**src/rtl/smi_evt_pkg.sv**
```systemverilog
package smi_evt_pkg;
  localparam int unsigned DATA_W = 16;
  localparam logic [DATA_W-1:0] RSVD_MASK = 16'h0300;
  localparam logic [DATA_W-1:0] HW_MASK   = 16'hFCCF;
  localparam int unsigned BIT_SW   = 5;
  localparam int unsigned BIT_BIOS = 4;
  localparam int unsigned BIT_ACT  = 0;
endpackage

```
**src/rtl/smi_rst_sync.sv**
```systemverilog
module smi_rst_sync (
  input  logic clk,
  input  logic rst_n,
  output logic rst_sync_n
);
  logic [1:0] sh_q;
  always_ff @(posedge clk or negedge rst_n) begin
    if (!rst_n) sh_q <= 2'b00;
    else        sh_q <= {sh_q[0], 1'b1};
  end
  assign rst_sync_n = sh_q[1];
endmodule

```
**src/rtl/smi_sts_bank.sv**
```systemverilog
module smi_sts_bank #(
  parameter int unsigned W = 16,
  parameter logic [W-1:0] RSVD = '0
) (
  input  logic         clk,
  input  logic         rst_n,
  input  logic [W-1:0] set_i,
  input  logic [W-1:0] clr_i,
  output logic [W-1:0] sts_o
);
  for (genvar i = 0; i < W; i++) begin : g_bit
    if (RSVD[i]) begin : g_rsvd
      assign sts_o[i] = 1'b0;
    end else begin : g_live
      logic q, d;
      // set has priority over clear
      always_comb d = set_i[i] | (q & ~clr_i[i]);
      always_ff @(posedge clk or negedge rst_n) begin
        if (!rst_n) q <= 1'b0;
        else        q <= d;
      end
      assign sts_o[i] = q;
    end
  end
endmodule

```
**src/rtl/smi_en_reg.sv**
```systemverilog
module smi_en_reg #(
  parameter int unsigned W = 16,
  parameter logic [W-1:0] RSVD = '0
) (
  input  logic         clk,
  input  logic         rst_n,
  input  logic         wr_i,
  input  logic [W-1:0] wdata_i,
  output logic [W-1:0] en_o
);
  logic [W-1:0] en_q, en_d;
  always_comb begin
    en_d = en_q;
    if (wr_i) en_d = wdata_i & ~RSVD;
  end
  always_ff @(posedge clk or negedge rst_n) begin
    if (!rst_n) en_q <= '0;
    else        en_q <= en_d;
  end
  assign en_o = en_q;
endmodule

```
**src/rtl/smi_out_regs.sv**
```systemverilog
module smi_out_regs #(
  parameter int unsigned W = 16
) (
  input  logic         clk,
  input  logic         rst_n,
  input  logic [W-1:0] sts_i,
  input  logic [W-1:0] en_i,
  input  logic         act_evt_i,
  input  logic         reload_en_i,
  output logic         smi_o,
  output logic         reload_o
);
  logic smi_q, smi_d, rld_q, rld_d;
  always_comb begin
    smi_d = |(sts_i & en_i);
    rld_d = act_evt_i & reload_en_i;
  end
  always_ff @(posedge clk or negedge rst_n) begin
    if (!rst_n) begin
      smi_q <= 1'b0;
      rld_q <= 1'b0;
    end else begin
      smi_q <= smi_d;
      rld_q <= rld_d;
    end
  end
  assign smi_o    = smi_q;
  assign reload_o = rld_q;
endmodule

```
**src/rtl/smi_evt_ctrl.sv**
```systemverilog
module smi_evt_ctrl #(
  parameter int unsigned ADDR_W   = 8,
  parameter logic [ADDR_W-1:0] STS_ADDR = 8'h28,
  parameter logic [ADDR_W-1:0] EN_ADDR  = 8'h2A,
  parameter logic [ADDR_W-1:0] CMD_ADDR = 8'h2F
) (
  input  logic                              clk,
  input  logic                              rst_n,
  input  logic                              io_wr_i,
  input  logic [ADDR_W-1:0]                 io_addr_i,
  input  logic [smi_evt_pkg::DATA_W-1:0]    io_wdata_i,
  output logic [smi_evt_pkg::DATA_W-1:0]    io_rdata_o,
  input  logic [smi_evt_pkg::DATA_W-1:0]    hw_evt_i,
  input  logic                              reload_en_i,
  input  logic                              gbl_rls_set_i,
  output logic                              gbl_rls_o,
  output logic                              smi_req_o,
  output logic                              gp0_reload_o
);
  import smi_evt_pkg::*;
  localparam int unsigned W = DATA_W;

  logic         rst_sync_n;
  logic         sts_wr, en_wr, cmd_wr;
  logic [W-1:0] set_vec, clr_vec, sts_q, en_q;
  logic         rls_q, rls_d;

  smi_rst_sync u_rst (.clk(clk), .rst_n(rst_n), .rst_sync_n(rst_sync_n));

  always_comb begin
    sts_wr = io_wr_i && (io_addr_i == STS_ADDR);
    en_wr  = io_wr_i && (io_addr_i == EN_ADDR);
    cmd_wr = io_wr_i && (io_addr_i == CMD_ADDR);
    set_vec = hw_evt_i & HW_MASK;
    set_vec[BIT_SW]   = cmd_wr;
    set_vec[BIT_BIOS] = gbl_rls_set_i;
    clr_vec = sts_wr ? io_wdata_i : '0;
  end

  smi_sts_bank #(.W(W), .RSVD(RSVD_MASK)) u_sts (
    .clk(clk), .rst_n(rst_sync_n), .set_i(set_vec), .clr_i(clr_vec), .sts_o(sts_q)
  );

  smi_en_reg #(.W(W), .RSVD(RSVD_MASK)) u_en (
    .clk(clk), .rst_n(rst_sync_n), .wr_i(en_wr), .wdata_i(io_wdata_i), .en_o(en_q)
  );

  // release flag: strobe sets, clearing the BIOS status bit clears
  always_comb begin
    rls_d = rls_q;
    if (gbl_rls_set_i)         rls_d = 1'b1;
    else if (clr_vec[BIT_BIOS]) rls_d = 1'b0;
  end
  always_ff @(posedge clk or negedge rst_sync_n) begin
    if (!rst_sync_n) rls_q <= 1'b0;
    else             rls_q <= rls_d;
  end
  assign gbl_rls_o = rls_q;

  smi_out_regs #(.W(W)) u_out (
    .clk(clk), .rst_n(rst_sync_n), .sts_i(sts_q), .en_i(en_q),
    .act_evt_i(hw_evt_i[BIT_ACT]), .reload_en_i(reload_en_i),
    .smi_o(smi_req_o), .reload_o(gp0_reload_o)
  );

  always_comb begin
    if (io_addr_i == STS_ADDR)     io_rdata_o = sts_q;
    else if (io_addr_i == EN_ADDR) io_rdata_o = en_q;
    else                           io_rdata_o = '0;
  end
endmodule

```
**config.mk**
```make
export PLATFORM = sky130hd
export DESIGN_NAME = smi_evt_ctrl
export DESIGN_NICKNAME = d
export VERILOG_FILES = /design/src/rtl/smi_evt_pkg.sv /design/src/rtl/smi_rst_sync.sv /design/src/rtl/smi_sts_bank.sv /design/src/rtl/smi_en_reg.sv /design/src/rtl/smi_out_regs.sv /design/src/rtl/smi_evt_ctrl.sv
export SDC_FILE = /design/constraint.sdc
export NUM_CORES = 1
export LEC_CHECK = 0
export ABC_AREA = 1
export BUFFER_PORTS_ARGS = -buffer_cell sky130_fd_sc_hd__clkbuf_2
export CORE_MARGIN = 4
export CORE_UTILIZATION = 30
export DETAILED_ROUTE_END_ITERATION = 10
export GPL_TIMING_DRIVEN = 0
export HOLD_SLACK_MARGIN = 0.03
export PLACE_DENSITY_LB_ADDON = 0.1
export SYNTH_ARGS = -nofsm -noshare
export SYNTH_HDL_FRONTEND = slang
export SYNTH_HIERARCHICAL = 1
export SYNTH_SLANG_ARGS = --single-unit
```
**constraint.sdc**
```tcl
create_clock -name clk -period 2 [get_ports clk]
set_clock_uncertainty 0.15 [all_clocks]
set_input_delay 0.1 -clock clk [delete_from_list [all_inputs] [get_ports clk]]
set_output_delay 0.1 -clock clk [all_outputs]
set_load 0.03 [all_outputs]
```
==> out/metrics.yaml, run 1 <==
run_status: "finished, final reports clean"
slew_headroom: 0.523
leakagePower_nw: 1.70
crit_end: "u_sts/g_bit[5].g_live.q"
final-setup-viol-count: 0
viasPerCell: 3.97
wl_met2_mm: 2.57
grt_overflow_total: 0
via_count: 1970
drcViolationCount: 0
num_rows: 30
pwr-share-comb: 0.146
min_period_ns: 1.64
top_layer: "met4"
critPathLaunchType: "input port"
final-seq-area_um2: 827
synthCells: 295
die_x_um: 91.6
tns_ns: 0
fill_cells: 758
drive_gt1_frac: 0.270
critPathLaunch: "io_addr_i[1]"
fin_crit_sh: 0.822
path_delay_family: "buffers and inverters"
timing.fmax_ghz: 0.608
power.density_nw_per_um2: 494
hold_path.class: "in2reg"
syn_area_um2: 2100
die_h_um: 91.6
holdWs_ns: 0.143
routed-wl-met3_um: 231
grt_max_degree: 32
drt-total-wl_mm: 5.32
track_usage: 0.140
gp_congestion: 0.720
worstPathRequired_ns: 2.07
hold_path_depth: 6
postCtsHoldBufs: 40
firstDrtPassIters: 4
path_clk_slew_ns: 0.07
antenna_found_initial: 0
yosys_warnings: 6
htree_levels: 2
cts_root_buf: "clkbuf_8"
cts_resized: 0
syn_area_per_cell_um2: 7.11
clk_path_buf_depth: 2
total_power_mw: 1.48
reg2reg_to: "u_sts/g_bit[3].g_live.q"
finalHoldViolCount: 0
maxCapViolations: 0
clkPwrFrac: 0.372
cts_made_buffers: 5
slew_viol_final: 0
diodes: 0
cts_setup_buffers: 0
worstReg2RegStart: "u_sts/g_bit[3].g_live.q"
grt_pass1_wl_mm: 9.29
cpMaxStageDelayCell: "dlygate4sd3_1"
dieArea_um2: 8390
pin_count: 64
coreArea_um2: 6790
switching_share: 0.252
hpwl_mm: 3.81
critPathBufInv: 4
crit_chain: "clkbuf_2, dlygate4sd3_1, nand2_1, nor4_1, dlygate4sd3_1, inv_1, nand2_1"
r2r_slack_ns: 0.69
seqPwrFrac: 0.482
nets: 444
initial_core_util: 0.309
rsz0062_at_grt: "no"
peakVddDrop_mv: 0.385
wire_per_inst_um: 10.7
path_max_fanout: 2
critPathArrivalTime_ns: 1.72
p_int_mw: 1.11
numPortBuffers: 55
cp-end-kind: "flop"
clock_latency_ns: 0.28
cp_num_cells: 7
setup.worst_path.class: "in2reg"
area_growth_pct: 43.2
max_stage_delay_ns: 0.58
worst_slew_pin_slew_ns: 0.715
first_iter_violations: 42
r2r.worst_path.cells: 3
cts_tree: "built"
multiInputGateArea_um2: 855
route.layer.met1.wl_mm: 2.46
grt_pass1_vias: 1998
p_sw_uw: 374
antenna_left: 0
cts_sinks: 33
## metal layers
layer | vias to the layer above | global-route usage
met5 | - | 0
met4 | 0 | 0.0465
met3 | 5 | 0.0298
met2 | 35 | 0.234
met1 | 880 | 0.178
li1 | 1050 | -
## worst min-delay path by stage
| stage | from | slack, ns | endpoint |
|---|---|---|---|
| CTS | io_wr_i | 0.14 | u_sts/g_bit[4].g_live.q |
| global route | u_rst/sh_q[0] | 0.23 | u_rst/sh_q[1] |
| global placement | rst_n | -0.26 | u_rst/sh_q[0] |
| floorplan | rst_n | -0.35 | u_rst/sh_q[0] |
| detailed placement | rst_n | -0.26 | u_rst/sh_q[0] |
| finish | io_wr_i | 0.14 | u_sts/g_bit[4].g_live.q |
## power by group through the flow
stage	Combinational (mW)	Sequential [mW]	Clock [mW]
3_5_place_dp	0.170	0.730	0
3_3_place_gp	0.169	0.729	0
4_1_cts	0.219	0.717	0.582
2_1_floorplan	0.0907	0.733	0
5_1_grt	0.245	0.721	0.601
6_report	0.217	0.716	0.552
## final cells by class
class | count | area share
multi-input cells | 181 | 0.285
flip-flops and latches | 33 | 0.275
repair buffers | 95 | 0.225
inverters | 57 | 0.0712
plain buffers | 26 | 0.0700
well taps | 96 | 0.0400
clock buffers | 7 | 0.0321
clock inverters | 1 | 0.00167
## sequential cells by signal, indices dropped and copies added, names as in the netlist
register / cells
gbl_rls_o: 1
u_out/reload_o: 1
u_out/smi_o: 1
u_sts/g_bit.g_live.q: 14
u_en/en_o: 14
u_rst/sh_q: 2
## placed cells by master, fill, tap and decap left out
| cell type | instances |
|---|---|
| nor2_4 | 8 |
| and3_1 | 1 |
| inv_1 | 53 |
| buf_2 | 2 |
| conb_1 | 5 |
| nand3_4 | 1 |
| nor3_4 | 1 |
| nor4_1 | 1 |
| buf_12 | 1 |
| clkbuf_2 | 55 |
| nand2_1 | 118 |
| nor2_8 | 2 |
| buf_6 | 2 |
| inv_2 | 4 |
| dfrtp_1 | 32 |
| clkinv_2 | 1 |
| nor2_1 | 7 |
| nand3_1 | 33 |
| dfrtp_2 | 1 |
| nand2_2 | 2 |
| clkbuf_8 | 7 |
| buf_4 | 21 |
| dlygate4sd3_1 | 40 |
| nand4_1 | 2 |
## tightest hold or removal path, cell delays in order
cell,delay [ns]
clkbuf_2,0.14
nand4_1,0.14
inv_1,0.04
inv_1,0.04
nand2_1,0.04
nand2_1,0.05
## per-stage QoR
stage / instances / utilization / setup slack, ns / area, um2
floorplan: 297 / - / 0.684 / 2100
global placement: 448 / 0.368 / 0.263 / 2500
detailed placement: 448 / 0.368 / 0.277 / 2500
CTS: 496 / 0.442 / 0.352 / 3000
global route: 496 / 0.442 / 0.206 / 3000
finish: 496 / 0.442 / 0.356 / 3000
(Power assumes the default switching activity.)
==> run 2, diff against run 1 <==
- ABC_AREA: 1 -> 0
- clock period: 2 -> 1.51 ns (I/O delays scaled with it)
==> out/metrics.yaml, run 2 <==
rsz0062_at_grt: "yes"  # was no
reg2reg_to: "u_out/smi_o"  # was u_sts/g_bit[3].g_live.q
dpl_worst_slack_ns: -0.725  # was 0.277 ns
timing.fmax_ghz: 0.620
initial_core_util: 0.308  # was 0.309
syn_area_per_cell_um2: 10.9  # was 7.11 um2
min_period_ns: 1.61
run_status: "complete, but fails checks"  # was finished, final reports clean
fin_ws_ns: -0.103  # was 0.356 ns
grt_overflow_total: 0  # unchanged
grt_pass1_vias: 1872  # was 1,998
slew_viol_final: 0  # unchanged
hpwl_mm: 3.94  # was 3.81 mm
htree_levels: 2  # unchanged
hold_path.class: "in2reg"  # unchanged
die_x_um: 91.3  # was 91.6 um
yosys_warnings: 6  # unchanged
r2r_slack_ns: 0.12  # was 0.69 ns
maxCapViolations: 0  # unchanged
drt-total-wl_mm: 5.91  # was 5.32 mm
coreArea_um2: 6760  # was 6790 um2
final_cell_mix: "38 x clkbuf_2, 32 x dfrtp_1, 30 x dlygate4sd3_1"  # was 118 x nand2_1, 55 x clkbuf_2, 53 x inv_1
clk_path_buf_depth: 2  # unchanged
grt_max_degree: 32  # unchanged
fin_cells: 370  # was 496
pin_count: 64  # unchanged
worstReg2RegStart: "u_sts/g_bit[7].g_live.q"  # was u_sts/g_bit[3].g_live.q
total_power_mw: 2.05  # was 1.48 mW
critPathArrivalTime_ns: 1.39  # was 1.72 ns
cts_sinks: 33  # unchanged
syn_area_um2: 2080  # was 2100 um2
antenna_found_initial: 0  # unchanged
drcViolationCount: 0  # unchanged
num_rows: 30  # unchanged
firstDrtPassIters: 4  # unchanged
slew_headroom: 0.476  # was 0.523
violations: "setup timing"
gp_congestion: 0.719  # was 0.720
critPathLaunchType: "input port"  # unchanged
synthCells: 191  # was 295
place_inst: 327  # was 448
path_clk_slew_ns: 0.07  # about the same
crit_end: "io_rdata_o[13]"  # was u_sts/g_bit[5].g_live.q
critPathLaunch: "io_addr_i[6]"  # was io_addr_i[1]
viasPerCell: 4.69  # was 3.97
min_from: "io_addr_i[0]"  # was io_wr_i
final_common_cell: "clkbuf_2"  # was nand2_1
peakVddDrop_mv: 0.351  # was 0.385 mV
power.density_nw_per_um2: 614  # was 494 nW/um2
finalHoldViolCount: 0  # unchanged
cp-end-kind: "primary output"  # was flop
dieArea_um2: 8340  # was 8390 um2
grt_pass1_wl_mm: 9.91  # was 9.29 mm
fin_crit_sh: 1.07
worstPathRequired_ns: 1.28  # was 2.07 ns
path_max_fanout: 5  # was 2
setup.worst_path.class: "in2out"  # was in2reg
nets: 334  # was 444
die_h_um: 91.3  # was 91.6 um
leakagePower_nw: 1.45  # was 1.70 nW
wire_per_inst_um: 16.0  # was 10.7 um
first_iter_violations: 23  # was 42
antenna_left: 0  # unchanged
track_usage: 0.153  # was 0.140
via_count: 1735  # was 1,970
r2r.worst_path.cells: 4  # was 3
worst_slew_pin_slew_ns: 0.780  # was 0.715 ns
diodes: 0  # unchanged
final-setup-viol-count: 19  # was 0
cts_tree: "built"  # unchanged
cts_made_buffers: 5  # unchanged
numPortBuffers: 54  # was 55
cts_root_buf: "clkbuf_8"  # unchanged
clock_latency_ns: 0.28  # about the same
area_growth_pct: 60.6  # was 43.2%
drive_gt1_frac: 0.500  # was 0.270
[run 2: cell count changes in the layout (fill, tap and decap cells not counted), sizes merged, moves of 12 or more]
cell | before | now
a21o | 0 | 14
buf | 26 | 38
inv | 57 | 29
mux2 | 0 | 14
mux2i | 0 | 16
nand2 | 120 | 0
nand3 | 34 | 0
nor2 | 17 | 0
nor4 | 1 | 30
[run 2: worst min path at each step]
| stage | end | depth (start not counted) |
|---|---|---|
| after floorplan | u_rst/sh_q[0] | 0 |
| after global placement | u_rst/sh_q[1] | 1 |
| after detailed placement | u_rst/sh_q[0] | 1 |
| after CTS | u_sts/g_bit[5].g_live.q | 4 |
| after global routing | u_sts/g_bit[5].g_live.q | 4 |
| final | u_sts/g_bit[5].g_live.q | 4 |
[run 2: worst max-delay path, cell delays in order]
cell and delay (ns):
buf_6 0.09, or4b_4 0.54, buf_12 0.17, buf_12 0.14
nor4_4 0.16, clkbuf_8 0.21
[run 2: area by class of cell]
cell class	instances	area, um2
sequential	33	827
multi-input combinational	98	1160
fill	637	3410
buffer	29	238
timing repair buffer	92	818
inverter	30	114
tap	80	100
clock buffer	8	90.1
[run 2: where the power goes]
part / leakage [nW] / switching (mW) / internal (mW)
registers: 0.375 / 0.0367 / 0.914
logic: 1.03 / 0.204 / 0.213
clock network: 0.0455 / 0.314 / 0.372
total: 1.45 / 0.555 / 1.50
[run 2: layer usage]
layer,GRT usage,vias up,part of all wire
li1,-,852,-
met1,0.197,835,0.46
met2,0.261,41,0.49
met3,0.0348,7,0.046
met4,0.0339,0,0.0096
met5,0,-,0
[run 2: timing repair]
item | CTS | global route
gates cloned | 2 | 0
hold endpoints to repair | 32 | 0
setup endpoints to repair | 29 | 38
pin swaps | 17 | 2
hold buffers | 30 | 0
setup buffers | 5 | 1
gates resized for setup | 58 | 8
[run 2: metrics by stage]
| step | cell area [um2] | hold WS [ns] | utilization | TNS, ns |
|---|---|---|---|---|
| 4_1_cts | 3350 | 0.0647 | 0.496 | -3.61 |
| 2_1_floorplan | 2290 | -0.370 | - | -5.88 |
| 3_3_place_gp | 2660 | -0.287 | 0.393 | -19.81 |
| 6_report | 3340 | 0.0672 | 0.495 | -1.13 |
| 5_1_grt | 3340 | 0.0719 | 0.495 | -1.93 |
| 3_5_place_dp | 2660 | -0.286 | 0.394 | -14.61 |
==> run 3, diff against run 2 <==
- SKIP_CTS_REPAIR_TIMING: not set -> 1
==> out/metrics.yaml, run 3 (synthesis gave the netlist of run 2 again) <==
drive_gt1_frac: 0.551  # was 0.500
coreArea_um2: 6760  # unchanged
path_max_fanout: 5  # unchanged
num_rows: 30  # unchanged
max_stage_delay_ns: 0.57  # was 0.54 ns
fin_ws_ns: -0.141  # was -0.103 ns
leakagePower_nw: 1.50  # was 1.45 nW
cts_made_buffers: 5  # unchanged
path_delay_family: "simple AND/OR/NAND/NOR gates"  # unchanged
dieArea_um2: 8340  # unchanged
min_period_ns: 1.65  # was 1.61 ns
slew_viol_final: 0  # unchanged
worst_slew_pin_slew_ns: 0.777  # was 0.780 ns
viasPerCell: 4.64  # was 4.69
crit_chain: "buf_6, or4b_4, buf_12, nor3_4, buf_6, mux2_2"  # was buf_6, or4b_4, buf_12, buf_12, nor4_4, clkbuf_8
rsz0062_at_grt: "yes"  # unchanged
numPortBuffers: 54  # unchanged
timing.fmax_ghz: 0.606  # was 0.620 GHz
initial_core_util: 0.308  # unchanged
violations: "setup timing"  # unchanged
critPathArrivalTime_ns: 1.67  # was 1.39 ns
firstDrtPassIters: 4  # unchanged
area_growth_pct: 64.4  # was 60.6%
first_iter_violations: 27  # was 23
hold_path.class: "in2reg"  # unchanged
grt_pass1_wl_mm: 8.72  # was 9.91 mm
antenna_found_initial: 0  # unchanged
hpwl_mm: 3.94  # unchanged
diodes: 0  # unchanged
final_common_cell: "clkbuf_2"  # unchanged
finalHoldViolCount: 0  # unchanged
grt_max_degree: 32  # unchanged
fin_util: 0.507  # was 0.495
worstPathRequired_ns: 1.53  # was 1.28 ns
fin_crit_sh: 1.09  # was 1.07
clk_path_buf_depth: 2  # unchanged
run_status: "complete, but fails checks"  # unchanged
clock_latency_ns: 0.28  # about the same
antenna_left: 0  # unchanged
setup.worst_path.class: "in2reg"  # was in2out
cp-end-kind: "flop"  # was primary output
tns_ns: -2.38  # was -1.13 ns
final-setup-viol-count: 24  # was 19
die_h_um: 91.3  # unchanged
min_from: "io_addr_i[2]"  # was io_addr_i[0]
critPathLaunch: "io_addr_i[7]"  # was io_addr_i[6]
track_usage: 0.135  # was 0.153
drcViolationCount: 0  # unchanged
cts_sinks: 33  # unchanged
path_clk_slew_ns: 0.07  # about the same
via_count: 1768  # was 1,735
cts_tree: "built"  # unchanged
nets: 345  # was 334
die_x_um: 91.3  # unchanged
final_cell_mix: "40 x clkbuf_2, 35 x buf_4, 32 x dfrtp_1"  # was 38 x clkbuf_2, 32 x dfrtp_1, 30 x dlygate4sd3_1
grt_pass1_vias: 1677  # was 1,872
critPathLaunchType: "input port"  # unchanged
slew_headroom: 0.478  # was 0.476
worstReg2RegStart: "u_sts/g_bit[7].g_live.q"  # unchanged
peakVddDrop_mv: 0.351  # about the same
grt_overflow_total: 0  # unchanged
maxCapViolations: 0  # unchanged
drt-total-wl_mm: 6.02  # was 5.91 mm
crit_path_frequent_cell: "buf_6"  # was buf_12
cts_root_buf: "clkbuf_8"  # unchanged
pin_count: 64  # unchanged
critPathBufInv: 3  # was 4
gp_congestion: 0.719  # unchanged
power.density_nw_per_um2: 606  # was 614 nW/um2
cpMaxStageDelayCell: "or4b_4"  # unchanged
htree_levels: 2  # unchanged
wire_per_inst_um: 15.8  # was 16.0 um
## run 3: cell count changes in the layout (fill, tap and decap cells not counted), sizes merged
cell,change
buf,+21
clkbuf,-10
## run 3: worst paths after layout
check	endpoint	slack (ns)	cells after the start
worst max-delay path	u_en/en_o[11]	-0.14	6
worst min-delay path	u_sts/g_bit[5].g_live.q	0.09	4
worst max register to register	u_out/smi_o	0.12	4
worst min register to register	u_sts/g_bit[7].g_live.q	0.18	0
max in group asynchronous	u_out/smi_o	0.57	0
min in group asynchronous	u_sts/g_bit[7].g_live.q	0.18	0
## run 3: cell type report
class	instances	area, um2
repair buffers	109	897
flip-flops and latches	33	827
fillers	619	3330
well taps	80	100
inverters	30	114
plain buffers	23	208
multi-input cells	98	1190
clock buffers	8	90.1
## run 3: power breakdown
part           internal (mW)  switching, mW
logic                  0.225          0.210
clock network          0.372          0.316
registers              0.914         0.0385
total                   1.51          0.565
## run 3: routing by layer
metal | wire length, um | track usage | vias up
met5 | 0 | 0 | -
met4 | 54 | 0.0339 | 0
li1 | - | - | 874
met1 | 2710 | 0.176 | 849
met3 | 221 | 0.0340 | 6
met2 | 3040 | 0.222 | 39
## run 3: worst register-to-register path: stages, from the launching register on
cell,delay [ns]
dfrtp_1,0.38
buf_4,0.14
a22o_1,0.23
a221oi_2,0.23
nand4_1,0.14
## run 3: metrics by stage
step | setup slack (ns) | total power [mW] | area (um2) | std cells | hold slack (ns)
2_1_floorplan | -0.382 | 1.18 | 2290 | 193 | -0.370
3_3_place_gp | -0.698 | 1.29 | 2660 | 327 | -0.287
3_5_place_dp | -0.725 | 1.29 | 2660 | 327 | -0.286
4_1_cts | -0.421 | 2.00 | 2750 | 335 | -0.596
5_1_grt | -0.172 | 2.19 | 3420 | 381 | 0.110
6_report | -0.141 | 2.08 | 3420 | 381 | 0.0869
